<file path="config.mk">
export PLATFORM = sky130hd
export DESIGN_NAME = serial_dbg_cmd_decoder
export DESIGN_NICKNAME = d
export VERILOG_FILES = /design/src/rtl/sdbg_pkg.sv /design/src/rtl/sdbg_opdecode.sv /design/src/rtl/sdbg_blkptr.sv /design/src/rtl/sdbg_memseq.sv /design/src/rtl/serial_dbg_cmd_decoder.sv
export SDC_FILE = /design/constraint.sdc
export NUM_CORES = 1
export LEC_CHECK = 0
export CAP_MARGIN = 15
export CORE_ASPECT_RATIO = 1.75
export CORE_MARGIN = 4
export CORE_UTILIZATION = 45
export DETAILED_ROUTE_END_ITERATION = 6
export PLACE_DENSITY = 0.84
export SLEW_MARGIN = 20
export SYNTH_ARGS = -nofsm -noshare
export SYNTH_HDL_FRONTEND = slang
export SYNTH_SLANG_ARGS = --single-unit
</file>
<file path="constraint.sdc">
create_clock -name clk -period 5 [get_ports clk]
set_input_delay 1.25 -clock clk [delete_from_list [all_inputs] [get_ports clk]]
set_output_delay 1.25 -clock clk [all_outputs]
set_load 0.05 [all_outputs]
</file>
<file path="src/rtl/sdbg_pkg.sv">
package sdbg_pkg;

   typedef enum logic [1:0] {
      TAG_OK   = 2'b00,
      TAG_NRDY = 2'b01,
      TAG_ERR  = 2'b10,
      TAG_ILL  = 2'b11
   } rsp_tag_e;

   typedef enum logic [1:0] {
      SP_CORE = 2'd0,
      SP_CTRL = 2'd1,
      SP_DBG  = 2'd2
   } reg_space_e;

   typedef enum logic [3:0] {
      OP_NOP, OP_SYNC, OP_GO,
      OP_RREG, OP_WREG,
      OP_RMEM, OP_WMEM, OP_DUMP, OP_FILL,
      OP_RCTL, OP_WCTL, OP_RDBG, OP_WDBG,
      OP_BAD
   } op_kind_e;

   function automatic logic [2:0] size_bytes(input logic [1:0] sz);
      case (sz)
         2'b00:   size_bytes = 3'd1;
         2'b01:   size_bytes = 3'd2;
         2'b10:   size_bytes = 3'd4;
         default: size_bytes = 3'd0;
      endcase
   endfunction

   function automatic logic [31:0] fit_to_size(input logic [31:0] d, input logic [1:0] sz);
      case (sz)
         2'b00:   fit_to_size = {24'd0, d[7:0]};
         2'b01:   fit_to_size = {16'd0, d[15:0]};
         default: fit_to_size = d;
      endcase
   endfunction

endpackage

</file>
<file path="src/rtl/sdbg_opdecode.sv">
module sdbg_opdecode
   import sdbg_pkg::*;
(
   input  logic [15:0] op,
   output op_kind_e    kind,
   output logic        halt_only,
   output logic [1:0]  sz,
   output logic [4:0]  idx
);

   always_comb begin
      kind = OP_BAD;
      sz   = op[7:6];
      idx  = 5'd0;
      if (op == 16'h0000)
         kind = OP_NOP;
      else if (op == 16'h0001)
         kind = OP_SYNC;
      else if (op == 16'h0C00)
         kind = OP_GO;
      else if (op[15:4] == 12'h218) begin
         kind = OP_RREG;
         idx  = {1'b0, op[3:0]};
      end else if (op[15:4] == 12'h208) begin
         kind = OP_WREG;
         idx  = {1'b0, op[3:0]};
      end else if (op == 16'h2980)
         kind = OP_RCTL;
      else if (op == 16'h2880)
         kind = OP_WCTL;
      else if (op[15:8] == 8'h2D && op[7:5] == 3'b100) begin
         kind = OP_RDBG;
         idx  = op[4:0];
      end else if (op[15:8] == 8'h2C && op[7:5] == 3'b100) begin
         kind = OP_WDBG;
         idx  = op[4:0];
      end else if (op[5:0] == 6'd0 && op[7:6] != 2'b11) begin
         case (op[15:8])
            8'h19:   kind = OP_RMEM;
            8'h18:   kind = OP_WMEM;
            8'h1D:   kind = OP_DUMP;
            8'h1C:   kind = OP_FILL;
            default: kind = OP_BAD;
         endcase
      end
      halt_only = (kind == OP_GO)   || (kind == OP_RREG) || (kind == OP_WREG) ||
                  (kind == OP_RCTL) || (kind == OP_WCTL);
   end

endmodule

</file>
<file path="src/rtl/sdbg_blkptr.sv">
module sdbg_blkptr
   import sdbg_pkg::*;
#(
   parameter int ADDR_W = 32
)(
   input  logic              clk,
   input  logic              rst_n,
   input  logic              upd,
   input  logic              upd_rd,
   input  logic [ADDR_W-1:0] upd_addr,
   input  logic [1:0]        upd_sz,
   input  logic              clr,
   output logic [ADDR_W-1:0] next_addr,
   output logic              setup_rd,
   output logic              setup_wr
);

   logic [ADDR_W-1:0] blk_addr;
   logic [1:0]        blk_sz;

   assign next_addr = blk_addr + ADDR_W'(size_bytes(blk_sz));

   always_ff @(posedge clk or negedge rst_n) begin
      if (!rst_n) begin
         blk_addr <= '0;
         blk_sz   <= 2'b00;
         setup_rd <= 1'b0;
         setup_wr <= 1'b0;
      end else if (clr) begin
         setup_rd <= 1'b0;
         setup_wr <= 1'b0;
      end else if (upd) begin
         blk_addr <= upd_addr;
         blk_sz   <= upd_sz;
         setup_rd <= upd_rd;
         setup_wr <= !upd_rd;
      end
   end

   AST_CHAIN_EXCL: assert property (@(posedge clk) disable iff (!rst_n)
      !(setup_rd && setup_wr));

   AST_CHAIN_STEP: assert property (@(posedge clk) disable iff (!rst_n)
      upd && !clr |=> blk_addr == $past(upd_addr));

endmodule

</file>
<file path="src/rtl/sdbg_memseq.sv">
module sdbg_memseq
   import sdbg_pkg::*;
#(
   parameter int ADDR_W = 32,
   parameter int DATA_W = 32
)(
   input  logic              clk,
   input  logic              rst_n,
   input  logic              start,
   input  logic              start_we,
   input  logic [ADDR_W-1:0] start_addr,
   input  logic [1:0]        start_sz,
   input  logic [DATA_W-1:0] start_wdata,
   output logic              mem_req,
   output logic              mem_we,
   output logic [ADDR_W-1:0] mem_addr,
   output logic [1:0]        mem_size,
   output logic [DATA_W-1:0] mem_wdata,
   input  logic              mem_ack,
   input  logic [DATA_W-1:0] mem_rdata,
   input  logic              mem_err,
   output logic              done,
   output logic [DATA_W-1:0] done_data,
   output logic              done_err
);

   assign done      = mem_req && mem_ack;
   assign done_err  = mem_err;
   assign done_data = mem_we ? '0 : fit_to_size(mem_rdata, mem_size);

   always_ff @(posedge clk or negedge rst_n) begin
      if (!rst_n) begin
         mem_req   <= 1'b0;
         mem_we    <= 1'b0;
         mem_addr  <= '0;
         mem_size  <= 2'b00;
         mem_wdata <= '0;
      end else if (start) begin
         mem_req   <= 1'b1;
         mem_we    <= start_we;
         mem_addr  <= start_addr;
         mem_size  <= start_sz;
         mem_wdata <= start_we ? fit_to_size(start_wdata, start_sz) : '0;
      end else if (done) begin
         mem_req   <= 1'b0;
      end
   end

   AST_REQ_HOLD: assert property (@(posedge clk) disable iff (!rst_n)
      mem_req && !mem_ack |=> mem_req && $stable(mem_addr) && $stable(mem_size));

   AST_NO_START_BUSY: assert property (@(posedge clk) disable iff (!rst_n)
      start |-> !mem_req);

   AST_REQ_DROP: assert property (@(posedge clk) disable iff (!rst_n)
      done |=> !mem_req);

endmodule

</file>
<file path="src/rtl/serial_dbg_cmd_decoder.sv">
module serial_dbg_cmd_decoder
   import sdbg_pkg::*;
#(
   parameter int ADDR_W      = 32,
   parameter int DATA_W      = 32,
   parameter int CTRL_IDX_W  = 12,
   parameter bit ALIGN_CHECK = 1'b1
)(
   input  logic                  clk,
   input  logic                  rst_n,
   input  logic                  cmd_valid,
   output logic                  cmd_ready,
   input  logic [15:0]           cmd_op,
   input  logic [ADDR_W-1:0]     cmd_addr,
   input  logic [DATA_W-1:0]     cmd_data,
   input  logic                  cpu_halted,
   output logic                  rsp_valid,
   output logic [1:0]            rsp_tag,
   output logic [DATA_W-1:0]     rsp_data,
   output logic                  mem_req,
   output logic                  mem_we,
   output logic [ADDR_W-1:0]     mem_addr,
   output logic [1:0]            mem_size,
   output logic [DATA_W-1:0]     mem_wdata,
   input  logic                  mem_ack,
   input  logic [DATA_W-1:0]     mem_rdata,
   input  logic                  mem_err,
   output logic                  reg_en,
   output logic                  reg_we,
   output logic [1:0]            reg_space,
   output logic [CTRL_IDX_W-1:0] reg_idx,
   output logic [DATA_W-1:0]     reg_wdata,
   input  logic [DATA_W-1:0]     reg_rdata,
   output logic                  cpu_restart,
   output logic                  pc_capture
);

   localparam int DBG_IDX_W = 5;

   generate
      if (DATA_W != 32) begin : g_bad_data_w
         $error("DATA_W must be 32");
      end
      if (CTRL_IDX_W < DBG_IDX_W || CTRL_IDX_W > ADDR_W) begin : g_bad_idx_w
         $error("CTRL_IDX_W must lie between 5 and ADDR_W");
      end
      if (ADDR_W < 8) begin : g_bad_addr_w
         $error("ADDR_W too small");
      end
   endgenerate

   op_kind_e          kind;
   logic              halt_only;
   logic [1:0]        op_sz;
   logic [4:0]        op_idx;

   logic              accept;
   logic              is_mem, is_chain, rd_dir, chain_ok, aligned;
   logic [ADDR_W-1:0] eff_addr;
   logic [ADDR_W-1:0] next_addr;
   logic              setup_rd, setup_wr;

   rsp_tag_e          imm_tag;
   logic [DATA_W-1:0] imm_data;
   logic              mem_go, reg_go, go_fire, sync_fire;

   logic              mem_done, mem_done_err;
   logic [DATA_W-1:0] mem_done_data;

   sdbg_opdecode u_dec (
      .op        (cmd_op),
      .kind      (kind),
      .halt_only (halt_only),
      .sz        (op_sz),
      .idx       (op_idx)
   );

   assign cmd_ready = !mem_req;
   assign accept    = cmd_valid && cmd_ready;

   assign is_chain = (kind == OP_DUMP) || (kind == OP_FILL);
   assign is_mem   = is_chain || (kind == OP_RMEM) || (kind == OP_WMEM);
   assign rd_dir   = (kind == OP_RMEM) || (kind == OP_DUMP);
   assign eff_addr = is_chain ? next_addr : cmd_addr;
   assign chain_ok = (kind == OP_DUMP) ? setup_rd :
                     (kind == OP_FILL) ? setup_wr : 1'b1;

   generate
      if (ALIGN_CHECK) begin : g_align
         assign aligned = (op_sz == 2'b00) ||
                          (op_sz == 2'b01 && !eff_addr[0]) ||
                          (op_sz == 2'b10 && eff_addr[1:0] == 2'b00);
      end else begin : g_noalign
         assign aligned = 1'b1;
      end
   endgenerate

   always_comb begin
      imm_tag   = TAG_OK;
      imm_data  = '0;
      mem_go    = 1'b0;
      reg_go    = 1'b0;
      go_fire   = 1'b0;
      sync_fire = 1'b0;
      if (kind == OP_BAD)
         imm_tag = TAG_ILL;
      else if (halt_only && !cpu_halted)
         imm_tag = TAG_NRDY;
      else if (is_mem) begin
         if (!chain_ok)
            imm_tag = TAG_ILL;
         else if (!aligned)
            imm_tag = TAG_ERR;
         else
            mem_go = 1'b1;
      end else begin
         case (kind)
            OP_GO:   go_fire   = 1'b1;
            OP_SYNC: sync_fire = 1'b1;
            OP_RREG, OP_RCTL, OP_RDBG: begin
               reg_go   = 1'b1;
               imm_data = reg_rdata;
            end
            OP_WREG, OP_WCTL, OP_WDBG:
               reg_go = 1'b1;
            default: ;
         endcase
      end
   end

   // Register port, combinational during the accept cycle
   assign reg_en    = accept && reg_go;
   assign reg_we    = (kind == OP_WREG) || (kind == OP_WCTL) || (kind == OP_WDBG);
   assign reg_wdata = cmd_data;

   always_comb begin
      reg_space = SP_DBG;
      reg_idx   = CTRL_IDX_W'(op_idx);
      if (kind == OP_RREG || kind == OP_WREG)
         reg_space = SP_CORE;
      else if (kind == OP_RCTL || kind == OP_WCTL) begin
         reg_space = SP_CTRL;
         reg_idx   = cmd_addr[CTRL_IDX_W-1:0];
      end
   end

   sdbg_blkptr #(.ADDR_W(ADDR_W)) u_blk (
      .clk       (clk),
      .rst_n     (rst_n),
      .upd       (accept && mem_go),
      .upd_rd    (rd_dir),
      .upd_addr  (eff_addr),
      .upd_sz    (op_sz),
      .clr       (accept && go_fire),
      .next_addr (next_addr),
      .setup_rd  (setup_rd),
      .setup_wr  (setup_wr)
   );

   sdbg_memseq #(.ADDR_W(ADDR_W), .DATA_W(DATA_W)) u_mem (
      .clk         (clk),
      .rst_n       (rst_n),
      .start       (accept && mem_go),
      .start_we    (!rd_dir),
      .start_addr  (eff_addr),
      .start_sz    (op_sz),
      .start_wdata (cmd_data),
      .mem_req     (mem_req),
      .mem_we      (mem_we),
      .mem_addr    (mem_addr),
      .mem_size    (mem_size),
      .mem_wdata   (mem_wdata),
      .mem_ack     (mem_ack),
      .mem_rdata   (mem_rdata),
      .mem_err     (mem_err),
      .done        (mem_done),
      .done_data   (mem_done_data),
      .done_err    (mem_done_err)
   );

   always_ff @(posedge clk or negedge rst_n) begin
      if (!rst_n) begin
         rsp_valid   <= 1'b0;
         rsp_tag     <= TAG_OK;
         rsp_data    <= '0;
         cpu_restart <= 1'b0;
         pc_capture  <= 1'b0;
      end else begin
         rsp_valid   <= (accept && !mem_go) || mem_done;
         cpu_restart <= accept && go_fire;
         pc_capture  <= accept && sync_fire;
         if (mem_done) begin
            rsp_tag  <= mem_done_err ? TAG_ERR : TAG_OK;
            rsp_data <= mem_done_err ? '0 : mem_done_data;
         end else if (accept) begin
            rsp_tag  <= imm_tag;
            rsp_data <= imm_data;
         end
      end
   end

   AST_HALT_GUARD: assert property (@(posedge clk) disable iff (!rst_n)
      reg_en && reg_space != SP_DBG |-> cpu_halted);

   AST_RESTART_HALTED: assert property (@(posedge clk) disable iff (!rst_n)
      cpu_restart |-> $past(cpu_halted));

   AST_ILL_ZERO: assert property (@(posedge clk) disable iff (!rst_n)
      rsp_valid && rsp_tag == TAG_ILL |-> rsp_data == '0);

   AST_BUSY_NOT_READY: assert property (@(posedge clk) disable iff (!rst_n)
      mem_req |-> !cmd_ready);

   generate
      if (ALIGN_CHECK) begin : g_align_chk
         AST_ALIGNED_REQ: assert property (@(posedge clk) disable iff (!rst_n)
            mem_req |-> (mem_size == 2'b00) ||
                        (mem_size == 2'b01 && !mem_addr[0]) ||
                        (mem_size == 2'b10 && mem_addr[1:0] == 2'b00));
      end
   endgenerate

endmodule

</file>
# Word-level counts from Yosys, hierarchy flattened
# Cells that the tools add are included.
# op_classes
n_addsub	1
n_mul	0
div_mod_pow	0
order_cmp	0
eq_ne	32
shifts	0
muxes	70
n_bitwise	1
n_reduce_logical	45
# ops
op	n
$mux 32	10
$pmux 32 s2	2
$mux 5	9
$mux 4	10
$add 32x3->32	1
$eq 16x14->1 const B	2
$eq 8x5->1 const B	4
$mux 1	25
$eq 12x10->1 const B	2
$eq 4x4->1 const B	6
$mux 12	2
$mux 2	10
$eq 16x1->1 const B	1
$eq 16x12->1 const B	1
$eq 4x3->1 const B	4
$eq 8x6->1 const B	2
$logic_not 16->1	1
$pmux 4 s4	1
$logic_or 1x1->1	15
$logic_and 1x1->1	13
$pmux 3 s3	1
$eq 4x2->1 const B	2
$logic_not 2->1	4
$eq 2x1->1 const B	3
11 further kinds	18
# totals
ff_bits	141
latch_bits	0
ramBits	0
mem_bits_ro	0
output_inout_bits	154
elab_cells	163
mem_count	0

# Longest topological paths before layout
# Gate-level depths: netlist of run 1.
# depth
ltp_word	27
depth_mapped	13
depth_no_buf	12

# Cells and area by module
# A second synthesis of run 1 with hierarchy kept.
# hier_totals
hier_cells	793
area_unflattened_um2	8172.8
# by_module_without_submodules
mod	n_inst	cells_per_inst	area_each_um2	seq_area_each_um2
sdbg_memseq	1	254	3035.4	1701.6
serial_dbg_cmd_decoder	1	300	2700.1	925.9
sdbg_blkptr	1	184	2057.0	900.9
sdbg_opdecode	1	55	380.4	0.0

# Least setup slack after synthesis of run 1
# No wires, ideal clock.
# synth_timing
kind	input to output
start	input cmd_op[4]
end	output reg_en
arrival_ns	4.331
setup_slack_ns	-0.581
cell_stages	6
path_buffers	0
cell_sequence	or4_4 -> or3_4 -> a31o_1 -> o211a_2 -> or4_4 -> a311oi_1
# synth_via
elab_chain_len	21
# synth_lines
element	line_no	text
start, declared	serial_dbg_cmd_decoder.sv:13	input logic [15:0] cmd_op,
$logic_not 6->1	sdbg_opdecode.sv:37	end else if (op[5:0] == 6'd0 && op[7:6] != 2'b11) begin
$logic_and 1x1->1	sdbg_opdecode.sv:37	
$mux 4	sdbg_opdecode.sv:37	
$mux 4	sdbg_opdecode.sv:34	end else if (op[15:8] == 8'h2C && op[7:5] == 3'b100) begin
$mux 4	sdbg_opdecode.sv:31	else if (op[15:8] == 8'h2D && op[7:5] == 3'b100) begin
$mux 4	sdbg_opdecode.sv:29	else if (op == 16'h2880)
$mux 4	sdbg_opdecode.sv:27	end else if (op == 16'h2980)
$mux 4	sdbg_opdecode.sv:24	end else if (op[15:4] == 12'h208) begin
$mux 4	sdbg_opdecode.sv:21	else if (op[15:4] == 12'h218) begin
$mux 4	sdbg_opdecode.sv:19	else if (op == 16'h0C00)
$mux 4	sdbg_opdecode.sv:17	else if (op == 16'h0001)
$mux 4 *	sdbg_opdecode.sv:15	if (op == 16'h0000)
parallel branches: the longest is 7 deep, another holds $reduce_or 6->1	n/a	
$mux 1 *	serial_dbg_cmd_decoder.sv:105	if (kind == OP_BAD)
$logic_and 1x1->1 *	serial_dbg_cmd_decoder.sv:132	assign reg_en = accept && reg_go;
end, declared	serial_dbg_cmd_decoder.sv:28	output logic reg_en,
# Every way passes the cells marked *.

# Final worst setup path of run 1
# Ends and elaborated chain as after synthesis.

==> run_results.csv, run 1 <==
group,metric,value,unit
floorplan,die_y,185.8,um
setup_path,r2r_cells,12,
global_routing,globalRouteOverflowTotal,0,
setup_path,timing.setup.critical_path_class,"input port to output pin",
setup_path,cp_data_arrival_time,3.79,ns
setup_path,r2r_setup_slack,1.36,ns
sta,report.final.hold_viol_count,0,
sta,unrepaired_setup_endpoints_after_global_routing,"true",
yosys,yosys.cell_types.count,77,
sta,final-setup-viol-count,1,
floorplan,start_util,0.4613,
routing,wirelength,27520,um
sta,min_period,5.041,ns
yosys,syn-instance-count,844,
yosys,yosysWarnings,0,
hold_path,hold-path-cell-count,1,
final_layout,design_area,12460,um^2
global_routing,global_route_wire_length_before_repair,42750,um
global_routing,via_count_of_the_first_global_routing_pass,8142,
outcome,failing_checks,"setup timing",
sta,timing.max_slew.rel_slack,0.4026,
hold_path,hold_path_end,"u_mem.mem_addr[7]$_DFFE_PN0P_",
floorplan,design.die.area,20360,um^2
clocking,hold_fix_buffers_at_cts,0,
setup_path,reg2reg_from,"u_blk.blk_sz[0]$_DFFE_PN0P_",
clocking,maximum_clock_path_buffer_count,2,
sta,maxSlewViolCount,0,
setup_path,crit_path_max_fanout,3,
final_layout,area.growth.synth_to_final,53.35,%
routing,drt_iter0_markers,445,
placement,port-buffer-count,303,
placement,dp_hpwl,20790,um
clocking,cts_max_level,4,
final_layout,antenna-diode-count,0,
yosys,synth-simple-area-share,0.1677,
hold_path,hold_path_start,"u_mem.mem_addr[7]$_DFFE_PN0P_",
yosys,synthAdderAreaFrac,0.007082,
yosys,synth-async-reset-ratio,1.000,
yosys,netlist_top_cells_area,"sky130_fd_sc_hd__dfrtp_1 43%, sky130_fd_sc_hd__mux2i_1 7.6%, sky130_fd_sc_hd__nor2_1 4.2%",
yosys,yosys.cell_count.top_type,"sky130_fd_sc_hd__dfrtp_1",
yosys,synth_mux_area_frac,0.1152,
routing,postRouteAntennaNets,0,
flow_run,maxCapViolations,0,
yosys,synth_top_flop_cell,"sky130_fd_sc_hd__dfrtp_1",
yosys,synth_top_area_frac,0.4342,
clocking,clkSinkCount,141,
final_layout,multi_input_area,3935,um^2
clocking,worst_skew_pair.late_latency,0.43,ns
global_routing,grt_antenna_before_repair,0,
sta,finalWorstSetupSlack,-0.04138,ns
yosys,synth_seq_area_share,0.4342,
placement,place_congestion,0.8971,
clocking,cts_tree,"done",
routing,count_of_vias_placed_by_the_detailed_router,7697,
setup_path,start_kind,"input port",
yosys,mean_post_synth_cell_area,9.629,um^2
yosys,synth_seq_cells,141,
final_layout,post_route_cells_drive_above_1_share,0.1660,
routing,routedWlPerCell,19.49,um
sta,fmax,198.4,MHz
placement,dpl-instance-area,11690,um^2
hold_path,timing.hold.worst.class,"flop to flop",
global_routing,total_track_usage,0.2718,
sta,worst-slew-pin-transition,0.8961,ns
setup_path,required,3.75,ns
clocking,tritoncts.num_buffers,17,
floorplan,core,17620,um^2
routing,routed_via_density,5.451,
setup_path,critical_path.reg2reg.endpoint,"u_blk.blk_addr[30]$_DFFE_PN0P_",
yosys,synth-xor-area-share,0.02910,
routing,drt_pre_antenna_iters,5,
floorplan,num_rows,64,
yosys,combinational_family_with_the_most_area_after_synthesis,"simple AND/OR/NAND/NOR gates",
setup_path,critical_path.startpoint,"cmd_op[4]",
final_layout,ff_latch_area,3528,um^2
pwr,p_leak,5.550,nW
final_layout,fin_nets,1323,
floorplan,die_width,109.6,um
sta,finalClockSkew,0.008292,ns
clocking,clockRootBuffer,"sky130_fd_sc_hd__clkbuf_16",
yosys,number_of_flops_mapped_to_enable_cells_by_yosys,0,
yosys,synth.cell_area,8127,um^2
pwr,power.density,239.2,nW/um^2
yosys,netlist_top_cells_count,"141 x sky130_fd_sc_hd__dfrtp_1, 90 x sky130_fd_sc_hd__nor2_1, 72 x sky130_fd_sc_hd__inv_1",
final_layout,final_core_occ,0.7074,
yosys,post-synth-top-area-cell,"sky130_fd_sc_hd__dfrtp_1",
global_routing,grt_start_max_net_pins,97,
yosys,synth_compound_gate_area_share,0.1498,
sta,layout_worst_path_cycle_share,1.008,
pwr,max-vdd-ir-drop,0.2049,mV
floorplan,boundaryPins,304,
setup_path,cp-end-kind,"output pin",
final_layout,fillCellCount,1336,
outcome,status,"finished with violations",
yosys,net_count_after_synthesis,998,
routing,post-route-drc-count,0,
clocking,clk_pin_slew_worst_paths,0.06,ns
cells by family after synthesis:
| kind of cell | after synthesis |
|---|---|
| adder cells (fa/ha/maj) | 4 |
| XOR/XNOR | 27 |
| flip-flops | 141 |
| AO/OA/AOI/OAI | 162 |
| buffers and inverters | 148 |
| AND/OR/NAND/NOR | 272 |
| multiplexers | 90 |
registers in the layout, indices dropped and copies added (netlist names):
register and cells:
u_mem.mem_req 1, u_mem.mem_we 1, u_blk.blk_addr 32, u_blk.setup_wr 1, rsp_valid 1, u_mem.mem_addr 32, rsp_data 32, pc_capture 1
u_mem.mem_wdata 32, u_blk.blk_sz 2, rsp_tag 2, cpu_restart 1, u_blk.setup_rd 1, u_mem.mem_size 2
power breakdown:
part | internal, mW | total [mW] | switching (mW)
Clock | 0.885 | 1.40 | 0.517
Combinational | 0.192 | 0.418 | 0.226
Sequential | 1.15 | 1.16 | 0.00683
Total | 2.23 | 2.98 | 0.750
layout make-up:
type / count / share of cell area
Multi-Input combinational cell: 555 / 0.3158
Timing Repair Buffer: 382 / 0.3047
Sequential cell: 141 / 0.2831
Clock buffer: 17 / 0.03414
Tap cell: 231 / 0.02319
Inverter: 72 / 0.02169
Clock inverter: 14 / 0.01737
worst max path at each step:
stage	endpoint	cells after the start	slack, ns
3_5_place_dp	reg_idx[1]	9	-0.41
4_1_cts	reg_en	14	0.005
5_1_grt	reg_en	8	-0.08
3_3_place_gp	reg_idx[1]	9	-0.35
6_report	reg_en	8	-0.04
2_1_floorplan	reg_idx[0]	7	0.08
metrics by stage:
| step | worst slack [ns] | setup TNS, ns | power (mW) | hold slack [ns] | instances |
|---|---|---|---|---|---|
| 4_1_cts | 0.005151 | 0 | 2.996 | 0.4950 | 1408 |
| 3_3_place_gp | -0.3537 | -1.814 | 1.596 | 0.4688 | 1375 |
| 2_1_floorplan | 0.07954 | 0 | 1.371 | 0.4958 | 844 |
| 3_5_place_dp | -0.4092 | -2.022 | 1.598 | 0.4792 | 1375 |
| 6_report | -0.04138 | -0.04138 | 2.981 | 0.4867 | 1412 |
| 5_1_grt | -0.08229 | -0.1227 | 3.082 | 0.5095 | 1412 |
cell usage in the layout (no fill, tap or decap), types with 5 or more instances in the layout:
cell and count:
sky130_fd_sc_hd__a21o_1 14, sky130_fd_sc_hd__a21oi_1 34, sky130_fd_sc_hd__a221oi_1 14, sky130_fd_sc_hd__a22o_1 13, sky130_fd_sc_hd__a2bb2oi_1 15, sky130_fd_sc_hd__a31o_2 11
sky130_fd_sc_hd__and2_1 17, sky130_fd_sc_hd__buf_12 17, sky130_fd_sc_hd__buf_4 77, sky130_fd_sc_hd__bufinv_16 5, sky130_fd_sc_hd__clkbuf_16 17, sky130_fd_sc_hd__clkdlybuf4s50_1 273
sky130_fd_sc_hd__dfrtp_1 141, sky130_fd_sc_hd__dlymetal6s2s_1 5, sky130_fd_sc_hd__inv_1 72, sky130_fd_sc_hd__mux2_1 9, sky130_fd_sc_hd__mux2_2 19, sky130_fd_sc_hd__mux2i_1 62
sky130_fd_sc_hd__nand2_1 58, sky130_fd_sc_hd__nand2b_1 5, sky130_fd_sc_hd__nand3_1 24, sky130_fd_sc_hd__nand4_1 8, sky130_fd_sc_hd__nor2_1 89, sky130_fd_sc_hd__nor3_1 13
sky130_fd_sc_hd__nor4_1 19, sky130_fd_sc_hd__o21ai_0 15, sky130_fd_sc_hd__or3_1 6, sky130_fd_sc_hd__xnor2_1 25
what timing repair did:
item | in CTS | in global routing
resized for setup | 26 | 16
pin swaps | 14 | 10
setup buffers | 2 | 4
cloned | 0 | 0
endpoints found under the setup margin | 6 | 5
critical path, stage by stage:
cell and delay (ns):
sky130_fd_sc_hd__buf_6 0.09, sky130_fd_sc_hd__or4_4 0.53, sky130_fd_sc_hd__or3_4 0.39, sky130_fd_sc_hd__a31o_4 0.26
sky130_fd_sc_hd__o211a_4 0.14, sky130_fd_sc_hd__or4_4 0.58, sky130_fd_sc_hd__a311oi_4 0.35, sky130_fd_sc_hd__buf_12 0.18
per-layer routing:
metal,vias up,wire [um],GRT usage
met5,-,0,0
met2,265,14750,0.4974
met3,68,1576,0.05484
li1,3595,-,-
met4,0,1046,0.1223
met1,3769,10150,0.2961
No activity file was read; power rests on OpenSTA's default activity.
==> run 2: changes to the inputs <==
- CORE_UTILIZATION: 45 -> 46
- CTS_BUF_LIST: default -> sky130_fd_sc_hd__clkbuf_8
- PLACE_DENSITY: 0.84 -> 0.86
==> run 2 against run 1 <==
Net effect: the run still ends with setup timing left; sequential share of layout area is 0.47 points higher; utilization is 0.51 points lower; sequential power hardly changed; critical path type unchanged.
==> run_results.csv, run 2 (same netlist as run 1, synthesis figures left out) <==
group,metric,value,unit
sta,tns,-0.07741,ns
routing,routedWlPerCell,20.81,um
setup_path,required,3.75,ns
floorplan,num_rows,64,
routing,drt_iter0_markers,480,
setup_path,crit_path_top_delay_cell,"sky130_fd_sc_hd__a211o_2",
setup_path,cp-end-kind,"output pin",
sta,min_period,5.077,ns
floorplan,boundaryPins,304,
sta,maxSlewViolCount,0,
global_routing,grt_antenna_before_repair,1,
clocking,clkSinkCount,141,
pwr,p_sw,0.7420,mW
placement,port-buffer-count,303,
global_routing,global_route_wire_length_before_repair,43220,um
setup_path,cp_data_arrival_time,3.83,ns
setup_path,r2r_cells,12,
sta,fmax,197.0,MHz
placement,place_congestion,1.039,
setup_path,start_kind,"input port",
pwr,p_leak,5.455,nW
clocking,hold_fix_buffers_at_cts,0,
floorplan,core,17460,um^2
pwr,power.clock.fraction,0.365,
routing,drt_pre_antenna_iters,4,
sta,timing.max_slew.rel_slack,0.4335,
routing,count_of_vias_placed_by_the_detailed_router,7949,
hold_path,hold-path-cell-count,1,
setup_path,r2r_setup_slack,1.48,ns
setup_path,cp.buffers_inverters,5,
final_layout,stdcell_count,1413,
clocking,maximum_clock_path_buffer_count,2,
floorplan,start_util,0.4655,
final_layout,mostFrequentLayoutCell,"sky130_fd_sc_hd__clkdlybuf4s50_1",
pwr,power.share.sequential,0.463,
setup_path,critical_path.top_delay_family,"buffers and inverters",
global_routing,via_count_of_the_first_global_routing_pass,8103,
setup_path,crit_path_max_fanout,6,
global_routing,grt_start_max_net_pins,61,
global_routing,globalRouteOverflowTotal,0,
sta,unrepaired_setup_endpoints_after_global_routing,"true",
clocking,cts_tree,"done",
final_layout,fillCellCount,1275,
pwr,p_int,1.761,mW
final_layout,post_route_cells_drive_above_1_share,0.1677,
final_layout,fin_nets,1322,
flow_run,maxCapViolations,0,
sta,worst-slew-pin-transition,0.8419,ns
clocking,clk_pin_slew_worst_paths,0.08,ns
placement,placed_cells_incl_taps,1365,
floorplan,design.die.area,19940,um^2
pwr,power.share.switching,0.2964,
routing,wirelength,29400,um
clocking,tritoncts.num_buffers,17,
placement,dp_hpwl,21010,um
outcome,failing_checks,"setup timing",
clocking,worst_skew_pair.late_latency,0.46,ns
pwr,max-vdd-ir-drop,0.1410,mV
setup_path,path_common_cell,"sky130_fd_sc_hd__buf_4",
routing,post-route-drc-count,0,
floorplan,die_width,108.5,um
sta,finalClockSkew,0.01721,ns
setup_path,cp_cell_sequence,"clkdlybuf4s15_1 -> buf_4 -> nor2_4 -> nand4_1 -> buf_4 -> buf_4 -> a21oi_4 -> nor3_4 -> a21o_1 -> a211o_2 -> a311oi_4 -> buf_12",
setup_path,timing.setup.critical_path_class,"input port to output pin",
clocking,clockRootBuffer,"sky130_fd_sc_hd__clkbuf_8",
final_layout,final_cell_mix,"274 x sky130_fd_sc_hd__clkdlybuf4s50_1, 141 x sky130_fd_sc_hd__dfrtp_1, 88 x sky130_fd_sc_hd__nor2_1",
clocking,cts_max_level,4,
sta,finalWorstSetupSlack,-0.07741,ns
final_layout,design_area,12260,um^2
outcome,status,"finished with violations",
pwr,pwr-share-comb,0.172,
sta,report.final.hold_viol_count,0,
routing,postRouteAntennaNets,0,
global_routing,total_track_usage,0.2800,
final_layout,final_core_occ,0.7023,
sta,layout_worst_path_cycle_share,1.015,
routing,routed_via_density,5.626,
setup_path,worstSetupPathDepth,12,
hold_path,timing.hold.worst.class,"flop to flop",
sta,final-setup-viol-count,1,
setup_path,critical-path-max-stage-delay,0.37,ns
pwr,power.density,204.2,nW/um^2
placement,dpl-instance-area,11600,um^2
final_layout,area.growth.synth_to_final,50.86,%
floorplan,die_y,183.8,um
==> run 2: changes by cell type in the layout (fill, tap and decap cells not counted), sizes merged <==
| cell | change |
|---|---|
| inv | +3 |
| diode | +1 |
| dlygate4sd2 | -3 |
| buf | -3 |
| clkdlybuf4s15 | +2 |
| clkinvlp | +1 |
| bufinv | -4 |
| clkdlybuf4s50 | +1 |
| clkbuf | +3 |
==> run 2: final cells by class <==
cell class | count | area [um^2] | share of cell area
Multi-Input combinational cell | 555 | 3991 | 0.3256
Tap cell | 231 | 289.0 | 0.02358
Antenna cell | 1 | 2.502 | 0.0002041
Clock inverter | 14 | 136.4 | 0.01112
Clock buffer | 18 | 247.7 | 0.02021
Sequential cell | 141 | 3528 | 0.2878
Inverter | 72 | 270.3 | 0.02205
Timing Repair Buffer | 381 | 3794 | 0.3094
==> run 2: layer usage <==
layer	vias to the layer above	track usage	routed length, um
li1	3600	-	-
met1	3845	0.2917	10090
met2	380	0.4902	15000
met3	124	0.07346	2237
met4	0	0.1775	2076
met5	-	0	0
==> run 2: power by group through the flow <==
stage | logic, mW | clock network (mW) | registers [mW]
6_report | 0.431 | 0.913 | 1.16
5_1_grt | 0.454 | 0.991 | 1.16
4_1_cts | 0.419 | 0.929 | 1.16
3_5_place_dp | 0.418 | 0 | 1.18
3_3_place_gp | 0.413 | 0 | 1.18
2_1_floorplan | 0.145 | 0 | 1.23
==> run 2: worst register-to-register path, stage by stage, from the launching register on <==
cell	delay (ns)
sky130_fd_sc_hd__dfrtp_1	0.42
sky130_fd_sc_hd__nor2_1	0.12
sky130_fd_sc_hd__ha_1	0.17
sky130_fd_sc_hd__inv_1	0.06
sky130_fd_sc_hd__fa_1	0.37
sky130_fd_sc_hd__nor2b_1	0.21
sky130_fd_sc_hd__o2111ai_1	0.31
sky130_fd_sc_hd__or4_1	0.67
sky130_fd_sc_hd__nor3_1	0.50
sky130_fd_sc_hd__and4_1	0.25
sky130_fd_sc_hd__o21ai_0	0.09
sky130_fd_sc_hd__o21ai_0	0.14
sky130_fd_sc_hd__mux2i_1	0.11
==> run 2: final timing paths <==
check	from	end
setup / recovery	cmd_op[7]	reg_en
hold / removal	u_mem.mem_addr[9]$_DFFE_PN0P_	u_mem.mem_addr[9]$_DFFE_PN0P_
setup reg to reg	u_blk.blk_sz[0]$_DFFE_PN0P_	u_blk.blk_addr[30]$_DFFE_PN0P_
hold reg to reg	u_mem.mem_addr[9]$_DFFE_PN0P_	u_mem.mem_addr[9]$_DFFE_PN0P_
max in group asynchronous	rst_n	u_mem.mem_wdata[11]$_DFFE_PN0P_
min in group asynchronous	rst_n	rsp_data[12]$_DFFE_PN0P_
==> run 2: what timing repair did <==
action                                  in CTS  in global routing
setup buffers                                5                 10
pin swaps                                   11                 14
gates resized for setup                     20                 35
endpoints found under the setup margin       6                  6
==> run 2: stage by stage <==
step | total power [mW] | worst slack (ns) | hold WS (ns)
after floorplan | 1.371 | 0.07954 | 0.4958
after global placement | 1.594 | -0.2967 | 0.4710
after detailed placement | 1.601 | -0.4243 | 0.4784
after CTS | 2.507 | 0.007108 | 0.5011
after global routing | 2.607 | -0.1462 | 0.5191
final | 2.503 | -0.07741 | 0.4970
==> run 3: changes to the inputs <==
- CTS_CLUSTER_DIAMETER: default -> 50
==> results of run 3 <==
The final DEF is identical to that of run 2; final timing and power are the same.
